File: src/rtl/sfs_pkg.sv
package sfs_pkg;

    typedef enum logic [1:0] {
        ST_IDLE  = 2'd0,
        ST_FLUSH = 2'd1,
        ST_ACCUM = 2'd2,
        ST_EMIT  = 2'd3
    } sfs_state_e;

    localparam int SINC_ORDER   = 4;
    localparam int DISCARD_OUTS = SINC_ORDER - 1;

    // log2 of the averaging count for a select code
    function automatic logic [2:0] avg_shift(input logic [1:0] sel);
        unique case (sel)
            2'b01:   return 3'd1;
            2'b10:   return 3'd3;
            2'b11:   return 3'd4;
            default: return 3'd0;
        endcase
    endfunction

endpackage

File: src/rtl/sfs_sinc4.sv
module sfs_sinc4
    import sfs_pkg::*;
#(
    parameter int RATE_W   = 10,
    parameter int DEC_BASE = 1024,
    parameter int SINC_W   = 81
) (
    input  logic                     clk,
    input  logic                     rst_n,
    input  logic                     clear,
    input  logic                     sample_en,
    input  logic                     sample_bit,
    input  logic [RATE_W-1:0]        rate,
    output logic                     dec_valid,
    output logic signed [SINC_W-1:0] dec_data
);

    localparam int RMAX  = DEC_BASE * ((1 << RATE_W) - 1);
    localparam int CNT_W = $clog2(RMAX + 1);

    logic [CNT_W-1:0]         fs_eff;
    logic [CNT_W-1:0]         period;
    logic [CNT_W-1:0]         phase_q;
    logic signed [SINC_W-1:0] x_s;
    logic signed [SINC_W-1:0] integ_q [SINC_ORDER];
    logic signed [SINC_W-1:0] integ_d [SINC_ORDER];
    logic signed [SINC_W-1:0] dly_q   [SINC_ORDER];
    logic signed [SINC_W-1:0] diff    [SINC_ORDER];

    always_comb begin
        fs_eff = (rate == '0) ? CNT_W'(1) : CNT_W'(rate);
        period = fs_eff * CNT_W'(DEC_BASE);
        x_s    = sample_bit ? SINC_W'(1) : '1;
    end

    // integrator cascade then comb cascade, full rate into decimated rate
    always_comb begin
        integ_d[0] = integ_q[0] + x_s;
        for (int k = 1; k < SINC_ORDER; k++)
            integ_d[k] = integ_q[k] + integ_d[k-1];
        diff[0] = integ_d[SINC_ORDER-1] - dly_q[0];
        for (int k = 1; k < SINC_ORDER; k++)
            diff[k] = diff[k-1] - dly_q[k];
    end

    always_ff @(posedge clk or negedge rst_n) begin
        if (!rst_n) begin
            for (int k = 0; k < SINC_ORDER; k++) begin
                integ_q[k] <= '0;
                dly_q[k]   <= '0;
            end
            phase_q   <= '0;
            dec_valid <= 1'b0;
            dec_data  <= '0;
        end else if (clear) begin
            for (int k = 0; k < SINC_ORDER; k++) begin
                integ_q[k] <= '0;
                dly_q[k]   <= '0;
            end
            phase_q   <= '0;
            dec_valid <= 1'b0;
            dec_data  <= '0;
        end else begin
            dec_valid <= 1'b0;
            if (sample_en) begin
                for (int k = 0; k < SINC_ORDER; k++)
                    integ_q[k] <= integ_d[k];
                if (phase_q == period - CNT_W'(1)) begin
                    phase_q   <= '0;
                    dec_valid <= 1'b1;
                    dec_data  <= diff[SINC_ORDER-1];
                    dly_q[0]  <= integ_d[SINC_ORDER-1];
                    for (int k = 1; k < SINC_ORDER; k++)
                        dly_q[k] <= diff[k-1];
                end else begin
                    phase_q <= phase_q + CNT_W'(1);
                end
            end
        end
    end

endmodule

File: src/rtl/sfs_avg.sv
module sfs_avg #(
    parameter int SINC_W = 81,
    parameter int ACC_W  = 85,
    parameter int OUT_W  = 24
) (
    input  logic                     clk,
    input  logic                     rst_n,
    input  logic                     clear,
    input  logic                     add_en,
    input  logic signed [SINC_W-1:0] dec_data,
    input  logic [2:0]               shift_amt,
    input  logic                     emit,
    input  logic                     flag_in,
    output logic signed [OUT_W-1:0]  result,
    output logic                     result_valid,
    output logic                     result_settled
);

    logic signed [ACC_W-1:0]  acc_q;
    logic signed [ACC_W-1:0]  acc_ext;
    logic signed [SINC_W-1:0] mean;
    logic signed [OUT_W-1:0]  scaled;

    assign acc_ext = {{(ACC_W-SINC_W){dec_data[SINC_W-1]}}, dec_data};
    assign mean    = SINC_W'(acc_q >>> shift_amt);

    generate
        if (SINC_W >= OUT_W) begin : g_top_bits
            assign scaled = OUT_W'(mean >>> (SINC_W - OUT_W));
        end else begin : g_sign_ext
            assign scaled = {{(OUT_W-SINC_W){mean[SINC_W-1]}}, mean};
        end
    endgenerate

    always_ff @(posedge clk or negedge rst_n) begin
        if (!rst_n) begin
            acc_q          <= '0;
            result         <= '0;
            result_valid   <= 1'b0;
            result_settled <= 1'b0;
        end else begin
            if (clear)
                acc_q <= '0;
            else if (add_en)
                acc_q <= acc_q + acc_ext;
            result_valid <= emit;
            if (emit) begin
                result         <= scaled;
                result_settled <= flag_in;
            end
        end
    end

endmodule

File: src/rtl/sfs_ctrl.sv
module sfs_ctrl
    import sfs_pkg::*;
#(
    parameter int RATE_W = 10
) (
    input  logic              clk,
    input  logic              rst_n,
    input  logic              start,
    input  logic [1:0]        avg_sel,
    input  logic [RATE_W-1:0] rate_in,
    input  logic              chop_in,
    input  logic              dec_valid,
    output logic              clear,
    output logic              add_en,
    output logic              emit,
    output logic [RATE_W-1:0] rate_q,
    output logic [2:0]        shift_q,
    output logic              settled_flag
);

    sfs_state_e  state_q, state_d;
    logic [4:0]  cnt_q;
    logic [4:0]  avg_last;
    logic [1:0]  avgsel_q;
    logic        chop_q;
    logic        first_q;
    logic        restart;

    always_comb begin
        unique case (avgsel_q)
            2'b01:   avg_last = 5'd1;
            2'b10:   avg_last = 5'd7;
            2'b11:   avg_last = 5'd15;
            default: avg_last = 5'd0;
        endcase
    end

    assign restart = start || (state_q == ST_EMIT);

    // next state
    always_comb begin
        state_d = state_q;
        if (start) begin
            state_d = (avg_sel != 2'b00) ? ST_FLUSH : ST_IDLE;
        end else begin
            unique case (state_q)
                ST_IDLE:  state_d = ST_IDLE;
                ST_FLUSH: if (dec_valid && cnt_q == 5'(DISCARD_OUTS - 1)) state_d = ST_ACCUM;
                ST_ACCUM: if (dec_valid && cnt_q == avg_last) state_d = ST_EMIT;
                ST_EMIT:  state_d = (avg_sel != 2'b00) ? ST_FLUSH : ST_IDLE;
                default:  state_d = ST_IDLE;
            endcase
        end
    end

    // state register
    always_ff @(posedge clk or negedge rst_n) begin
        if (!rst_n) state_q <= ST_IDLE;
        else        state_q <= state_d;
    end

    // phase counter and latched configuration
    always_ff @(posedge clk or negedge rst_n) begin
        if (!rst_n) begin
            cnt_q    <= '0;
            rate_q   <= '0;
            avgsel_q <= 2'b00;
            chop_q   <= 1'b0;
            first_q  <= 1'b0;
        end else if (restart) begin
            cnt_q    <= '0;
            rate_q   <= rate_in;
            avgsel_q <= avg_sel;
            chop_q   <= chop_in;
            first_q  <= start;
        end else if (state_q != state_d) begin
            cnt_q <= '0;
        end else if (dec_valid && (state_q == ST_FLUSH || state_q == ST_ACCUM)) begin
            cnt_q <= cnt_q + 5'd1;
        end
    end

    // outputs
    always_comb begin
        clear        = restart;
        add_en       = (state_q == ST_ACCUM) && dec_valid;
        emit         = (state_q == ST_EMIT) && !start;
        shift_q      = avg_shift(avgsel_q);
        settled_flag = !(chop_q && first_q);
    end

endmodule

File: src/rtl/sfs_fast_settle_top.sv
module sfs_fast_settle_top
    import sfs_pkg::*;
#(
    parameter int RATE_W   = 10,
    parameter int DEC_BASE = 1024,
    parameter int OUT_W    = 24
) (
    input  logic                    clk,
    input  logic                    rst_n,
    input  logic                    mod_en,
    input  logic                    mod_bit,
    input  logic [RATE_W-1:0]       rate_word,
    input  logic [1:0]              avg_sel,
    input  logic                    conv_start,
    input  logic                    chop_en,
    output logic signed [OUT_W-1:0] result,
    output logic                    result_valid,
    output logic                    result_settled
);

    localparam int RMAX   = DEC_BASE * ((1 << RATE_W) - 1);
    localparam int LOG_R  = $clog2(RMAX);
    localparam int SINC_W = SINC_ORDER * LOG_R + 1;
    localparam int ACC_W  = SINC_W + 4;

    logic                     clear;
    logic                     add_en;
    logic                     emit;
    logic [RATE_W-1:0]        rate_q;
    logic [2:0]               shift_q;
    logic                     settled_flag;
    logic                     dec_valid;
    logic signed [SINC_W-1:0] dec_data;

    sfs_ctrl #(.RATE_W(RATE_W)) u_ctrl (
        .clk          (clk),
        .rst_n        (rst_n),
        .start        (conv_start),
        .avg_sel      (avg_sel),
        .rate_in      (rate_word),
        .chop_in      (chop_en),
        .dec_valid    (dec_valid),
        .clear        (clear),
        .add_en       (add_en),
        .emit         (emit),
        .rate_q       (rate_q),
        .shift_q      (shift_q),
        .settled_flag (settled_flag)
    );

    sfs_sinc4 #(.RATE_W(RATE_W), .DEC_BASE(DEC_BASE), .SINC_W(SINC_W)) u_sinc (
        .clk        (clk),
        .rst_n      (rst_n),
        .clear      (clear),
        .sample_en  (mod_en),
        .sample_bit (mod_bit),
        .rate       (rate_q),
        .dec_valid  (dec_valid),
        .dec_data   (dec_data)
    );

    sfs_avg #(.SINC_W(SINC_W), .ACC_W(ACC_W), .OUT_W(OUT_W)) u_avg (
        .clk            (clk),
        .rst_n          (rst_n),
        .clear          (clear),
        .add_en         (add_en),
        .dec_data       (dec_data),
        .shift_amt      (shift_q),
        .emit           (emit),
        .flag_in        (settled_flag),
        .result         (result),
        .result_valid   (result_valid),
        .result_settled (result_settled)
    );

endmodule

File: config.mk
export PLATFORM = sky130hd
export DESIGN_NAME = sfs_fast_settle_top
export DESIGN_NICKNAME = d
export VERILOG_FILES = /design/src/rtl/sfs_pkg.sv /design/src/rtl/sfs_sinc4.sv /design/src/rtl/sfs_avg.sv /design/src/rtl/sfs_ctrl.sv /design/src/rtl/sfs_fast_settle_top.sv
export SDC_FILE = /design/constraint.sdc
export NUM_CORES = 2
export LEC_CHECK = 0
export ABC_CLOCK_PERIOD_IN_PS = 23100
export CAP_MARGIN = 15
export CORE_MARGIN = 1
export CORE_UTILIZATION = 56
export DETAILED_ROUTE_END_ITERATION = 10
export PLACE_DENSITY = 0.72
export SETUP_SLACK_MARGIN = 0.15
export SYNTH_ARGS = -nofsm -noshare
export SYNTH_HDL_FRONTEND = slang
export SYNTH_SLANG_ARGS = --single-unit
File: constraint.sdc
create_clock -name clk -period 23.1 [get_ports clk]
set_clock_uncertainty 0.2 [all_clocks]
set_input_delay 4.62 -clock clk [delete_from_list [all_inputs] [get_ports clk]]
set_output_delay 4.62 -clock clk [all_outputs]
set_load 0.01 [all_outputs]
# ---- Yosys cells after proc, flatten, opt, wreduce, memory -nomap -nowiden
# Cells that the tools add are included.
dict set report word_totals {
  word_cells 90
  input_bits 18
  reg_bits 882
  out_inout_bits 26
}
dict set report op_classes {
  reduce_logical 18
  add_sub_neg 12
  n_mux 28
  n_eq_ne 10
  shift 1
}
# op count
set op_table {}
lappend op_table {{2-to-1 mux 324 bit} 5}
lappend op_table {{adder 81 bit} 4}
lappend op_table {{2-to-1 mux 81 bit} 4}
lappend op_table {{subtractor 81 bit} 4}
lappend op_table {{2-to-1 mux 85 bit} 2}
lappend op_table {{adder 85 x 81 -> 85 bit} 1}
lappend op_table {{>>> shifter 85 x 3 -> 81 bit} 1}
lappend op_table {{2-to-1 mux 20 bit} 3}
lappend op_table {{adder 20 x 1 -> 20 bit, second input constant} 1}
lappend op_table {{equality test 20 bit} 1}
lappend op_table {{subtractor 20 x 1 -> 20 bit, second input constant} 1}
lappend op_table {{2-to-1 mux 5 bit} 3}
lappend op_table {{case mux 4 bit (3 select lines)} 1}
lappend op_table {{logical NOT 10 bit} 1}
lappend op_table {{2-to-1 mux 10 bit} 1}
lappend op_table {{case mux 3 bit (3 select lines)} 1}
lappend op_table {{equality test 2 bit, second input constant} 4}
lappend op_table {{case mux 2 bit (4 select lines)} 1}
lappend op_table {{nonzero test 2 bit} 4}
lappend op_table {{logical AND 1 bit} 6}
lappend op_table {{2-to-1 mux 2 bit} 3}
lappend op_table {{adder 5 x 1 -> 5 bit, second input constant} 1}
lappend op_table {{equality test 5 x 2 -> 1 bit, second input constant} 1}
lappend op_table {{equality test 5 x 4 -> 1 bit} 1}
lappend op_table {{other kinds (8)} 14}

# ---- Depth between registers and ports, before layout
dict set report depth {
  ltp_word 12
  ltp_mapped 95
}

# ---- Cells and area by module
# From an unflattened synthesis, not the netlist that was laid out.
dict set report unflattened {
  hier_cells 9251
  hier_area_um2 76146.8
}
# mod area_per_inst_um2 seq_area_each_um2 cells_each n_inst
set modules_own_cells {}
lappend modules_own_cells {sfs_sinc4 64762.1 18768.0 7900 1}
lappend modules_own_cells {sfs_avg 10218.6 2777.7 1248 1}
lappend modules_own_cells {sfs_ctrl 1166.1 525.5 103 1}

# ---- Worst setup path after synthesis
# OpenSTA, ideal clock, no wires.
dict set report synth_timing {
  kind {in2reg}
  from {in mod_bit}
  to {reg u_sinc.dec_data[80]}
  stages 88
  required_time_ns 22.822
  arrival_ns 21.280
  slack_ns 1.542
  setup_ns 0.078
  path_buffers 2
  cell_sequence {inv_1 ha_1 a21o_1 a21oi_1 o21bai_1 a21oi_1 o21bai_1 a21o_1 nand4_1 nand2_1 a221oi_1 o21ai_0 nand3_1 o21ai_0 xor2_1 ha_1 nand2_1 nor2_1 (+52 left out) ha_1 a21o_1 a21o_1 a21o_1 a21oi_1 a21bo_2 a21oi_1 o21bai_1 a21oi_1 xnor2_1 ha_1 nor4_1 a21oi_1 o311ai_0 a311oi_1 xnor2_1 nand2_1 a21oi_1}
}
dict set report synth_via {
  elab_chain_cells 12
}
# item line_no
set synth_lines {}
lappend synth_lines {{from (decl)} sfs_fast_settle_top.sv:11} ;# input logic mod_bit,
lappend synth_lines {{2-to-1 mux 81 bit} sfs_sinc4.sv:33} ;# x_s = sample_bit ? SINC_W'(1) : '1;
lappend synth_lines {{adder 81 bit} sfs_sinc4.sv:38} ;# integ_d[0] = integ_q[0] + x_s;
lappend synth_lines {{adder 81 bit (3 in a row)} sfs_sinc4.sv:40} ;# integ_d[k] = integ_q[k] + integ_d[k-1];
lappend synth_lines {{subtractor 81 bit} sfs_sinc4.sv:41} ;# diff[0] = integ_d[SINC_ORDER-1] - dly_q[0];
lappend synth_lines {{subtractor 81 bit (3 in a row)} sfs_sinc4.sv:43} ;# diff[k] = diff[k-1] - dly_q[k];
lappend synth_lines {{2-to-1 mux 81 bit} sfs_sinc4.sv:68} ;# if (phase_q == period - CNT_W'(1)) begin
lappend synth_lines {{2-to-1 mux 81 bit} sfs_sinc4.sv:65} ;# if (sample_en) begin
lappend synth_lines {{2-to-1 mux 81 bit} sfs_sinc4.sv:55} ;# end else if (clear) begin
lappend synth_lines {{to (signal assigned)} sfs_sinc4.sv:71} ;# dec_data <= diff[SINC_ORDER-1];
lappend synth_lines {{to (decl)} sfs_sinc4.sv:15} ;# output logic signed [SINC_W-1:0] dec_data
# Every way passes these cells. The select of a mux whose other input is x is not followed.
# A chain may end at the register's enable or synchronous reset.

# ---- Worst setup path after layout
# Same ends and word-level chain as after synthesis.

==> results.tsv <==
metric	value	unit
fraction of final layout cells sized beyond drive strength 1	4.57	%
top post-synthesis cells by area	dfrtp_1 29%, ha_1 12%, a21oi_1 7.1%	
core area	0.134	mm2
CTS H-Tree Depth	3	
Final Core Density	61.0	%
DR WL/cell	18.0	um
Routed WL	199000	um
DIE HEIGHT	371	um
drt initial violations	4613	
post-synthesis sequential area ratio	29.0	%
die area	0.138	mm2
gpl congestion	0.939	
most frequent cells in the layout	1,192 x nand2_1, 1,079 x a21oi_1, 882 x dfrtp_1	
vias in the first global route	64500	
DRC viols	0	
pre-CTS WS	-359	ps
I/O pins	44	
max-slew violations	0	
required time worst endpoint	23550	ps
Hold Slack	276	ps
syn_nets	10200	
largest net degree at the start of global routing	141	
crit path kind	input pin to flip-flop	
Final nets	9984	
Worst EP arrival	22600	ps
HP Class	flip-flop to flip-flop	
mapped cell area	0.0762	mm2
initial antenna violation count	1	
cts bufs inserted	107	
Hold Buf Count CTS	0	
fmax	45.1	MHz
Slew headroom	22.4	%
clock transition at the registers of the reported paths	60	ps
clock sinks	882	
Top delay family on crit path	compound AO/OA/AOI/OAI gates	
global-route wire length before repair	328000	um
Initial Utilization	56.7	%
number of routed nets with antenna violations	0	
Seq cells post-synth	882	
total track usage	28.5	%
Avg Vias per Cell	6.01	
MaxCap Viol Count	0	
via count	66600	
IO buf count	43	
total gr overflow	0	
CTS tree	yes	
Max Fanout on Critical Path	7	
unrepaired setup endpoints after global routing	false	
placed instance area	0.0780	mm2
P&R area growth vs syn	7.61	%
post-layout min period	22160	ps
worst-margin pin slew	1160	ps
drt pass-1 iters	6	
Setup WS post-layout	942	ps
clock buffer depth	3	
Critical Path Sink Type	flip-flop	
crit-path max cell delay	550	ps
Synth area leader	dfrtp_1	
commonest non-fill, non-tap cell in the layout	nand2_1	
post-synth cell types	99	
slowest cell on the critical path	clkdlybuf4s50_1	
status	complete, no violations	
DP HPWL	148000	um
CP startpoint kind	input pin	
ys async rst share	100	%
flop2flop setup slack	5120	ps
Ys Warns	0	
Syn Area/Cell	8.10	um2
gate count of the mapped netlist	9402	
CP Buf/Inv Count	4	
diode count	0	
fin crit share	95.9	%
Synth Flop Type	dfrtp_1	
EDFF count, synth	0	
Synth top area share	29.0	%
row cnt	134	
Final Hold Vio Count	0	
setup violators final	0	
CP most frequent cell	a21o_1	
Finished Cell Area	0.0820	mm2
worst skew pair latency	740	ps
Die Wd	371	um
CTS root buffer	clkbuf_16	
cell usage after synthesis, types with 15 or more instances:
master    number
o31a_1        18
nor3_1        79
a221oi_1      26
or2_2         19
buf_1         42
ha_1         734
and4_1        30
a21oi_1     1087
or4_1         15
mux2i_1      290
nor2b_1       99
nand4_1      155
nor2_1       680
a221o_1       17
a31oi_1       72
nor4_1        27
o31ai_1       40
a211o_1       26
nand2_1     1195
dfrtp_1      882
a41oi_1       18
and3_1        68
a31o_2        18
a22o_1       123
o221ai_1      15
and2_1        52
or3_1         26
xnor2_1      456
clkbuf_1     374
nand2b_1      84
inv_1        536
o21ai_0      541
o21a_1        74
a211oi_1      68
o21ai_1       27
xor2_1       264
a21o_1       531
nand3_1      151
a21boi_0      25
o211ai_1      32
o21bai_1     163
final cells by class:
cell class	instances	area (um2)
clock buffers	148	3090
clock inverters	47	578
fillers	12000	52300
inverters	539	2030
multi-input cells	7547	50800
flip-flops and latches	882	22100
well taps	1768	2210
repair buffers	146	1250
routing by layer:
layer | wire (um) | track usage [%]
met1 | 93500 | 38.4
met2 | 90900 | 47.2
met3 | 6920 | 2.61
met4 | 8150 | 10.9
met5 | 0 | 0
timing repair:
item | CTS | global route
resized for setup | 0 | 66
setup buffers | 0 | 11
setup endpoints to repair | 0 | 17
logic make-up after synthesis:
kind of cell,Yosys count,share of synthesized area [%]
multiplexers,298,3.97
AND/OR/NAND/NOR,2713,16.0
flip-flops,882,29.0
AO/OA/AOI/OAI,3070,25.6
buffers and inverters,973,4.84
XOR/XNOR,723,8.36
adder cells (fa/ha/maj),743,12.3
final timing paths:
kind | from | end | depth (start not counted)
worst max-delay path | mod_bit | u_sinc.dec_data[80] | 90
worst min-delay path | u_avg.result[21] | u_avg.result[21] | 2
worst max register to register | u_sinc.integ_q[244] | u_sinc.dec_data[80] | 88
worst min register to register | u_avg.result[21] | u_avg.result[21] | 2
max in group asynchronous | rst_n | u_sinc.integ_q[76] | 5
min in group asynchronous | rst_n | u_avg.acc_q[8] | 1
state kept, by name, indices dropped and copies added, names as in the netlist:
register              cells
u_sinc.integ_q          324
u_ctrl.first_q            1
u_ctrl.state_q            2
u_avg.result_settled      1
u_avg.result             24
u_ctrl.chop_q             1
u_sinc.dly_q            324
u_avg.result_valid        1
u_sinc.dec_valid          1
u_avg.acc_q              85
u_sinc.dec_data          81
u_sinc.phase_q           20
u_ctrl.avgsel_q           2
u_ctrl.cnt_q              5
u_ctrl.rate_q            10
worst min-delay path, delay by kind of cell (launching register included):
kind / cells / cell delay, ps
flops: 1 / 340
compound gates: 1 / 60
simple gates: 1 / 50
per-stage QoR:
stage | setup TNS, ps | instances
6_report | 0 | 11100
5_1_grt | 0 | 11100
4_1_cts | 0 | 11100
3_5_place_dp | -1130 | 10900
3_3_place_gp | -275 | 10900
2_1_floorplan | 0 | 9402
Power is not shown: default switching activity piles up to over one toggle a cycle in this logic, so the estimate is an artifact.
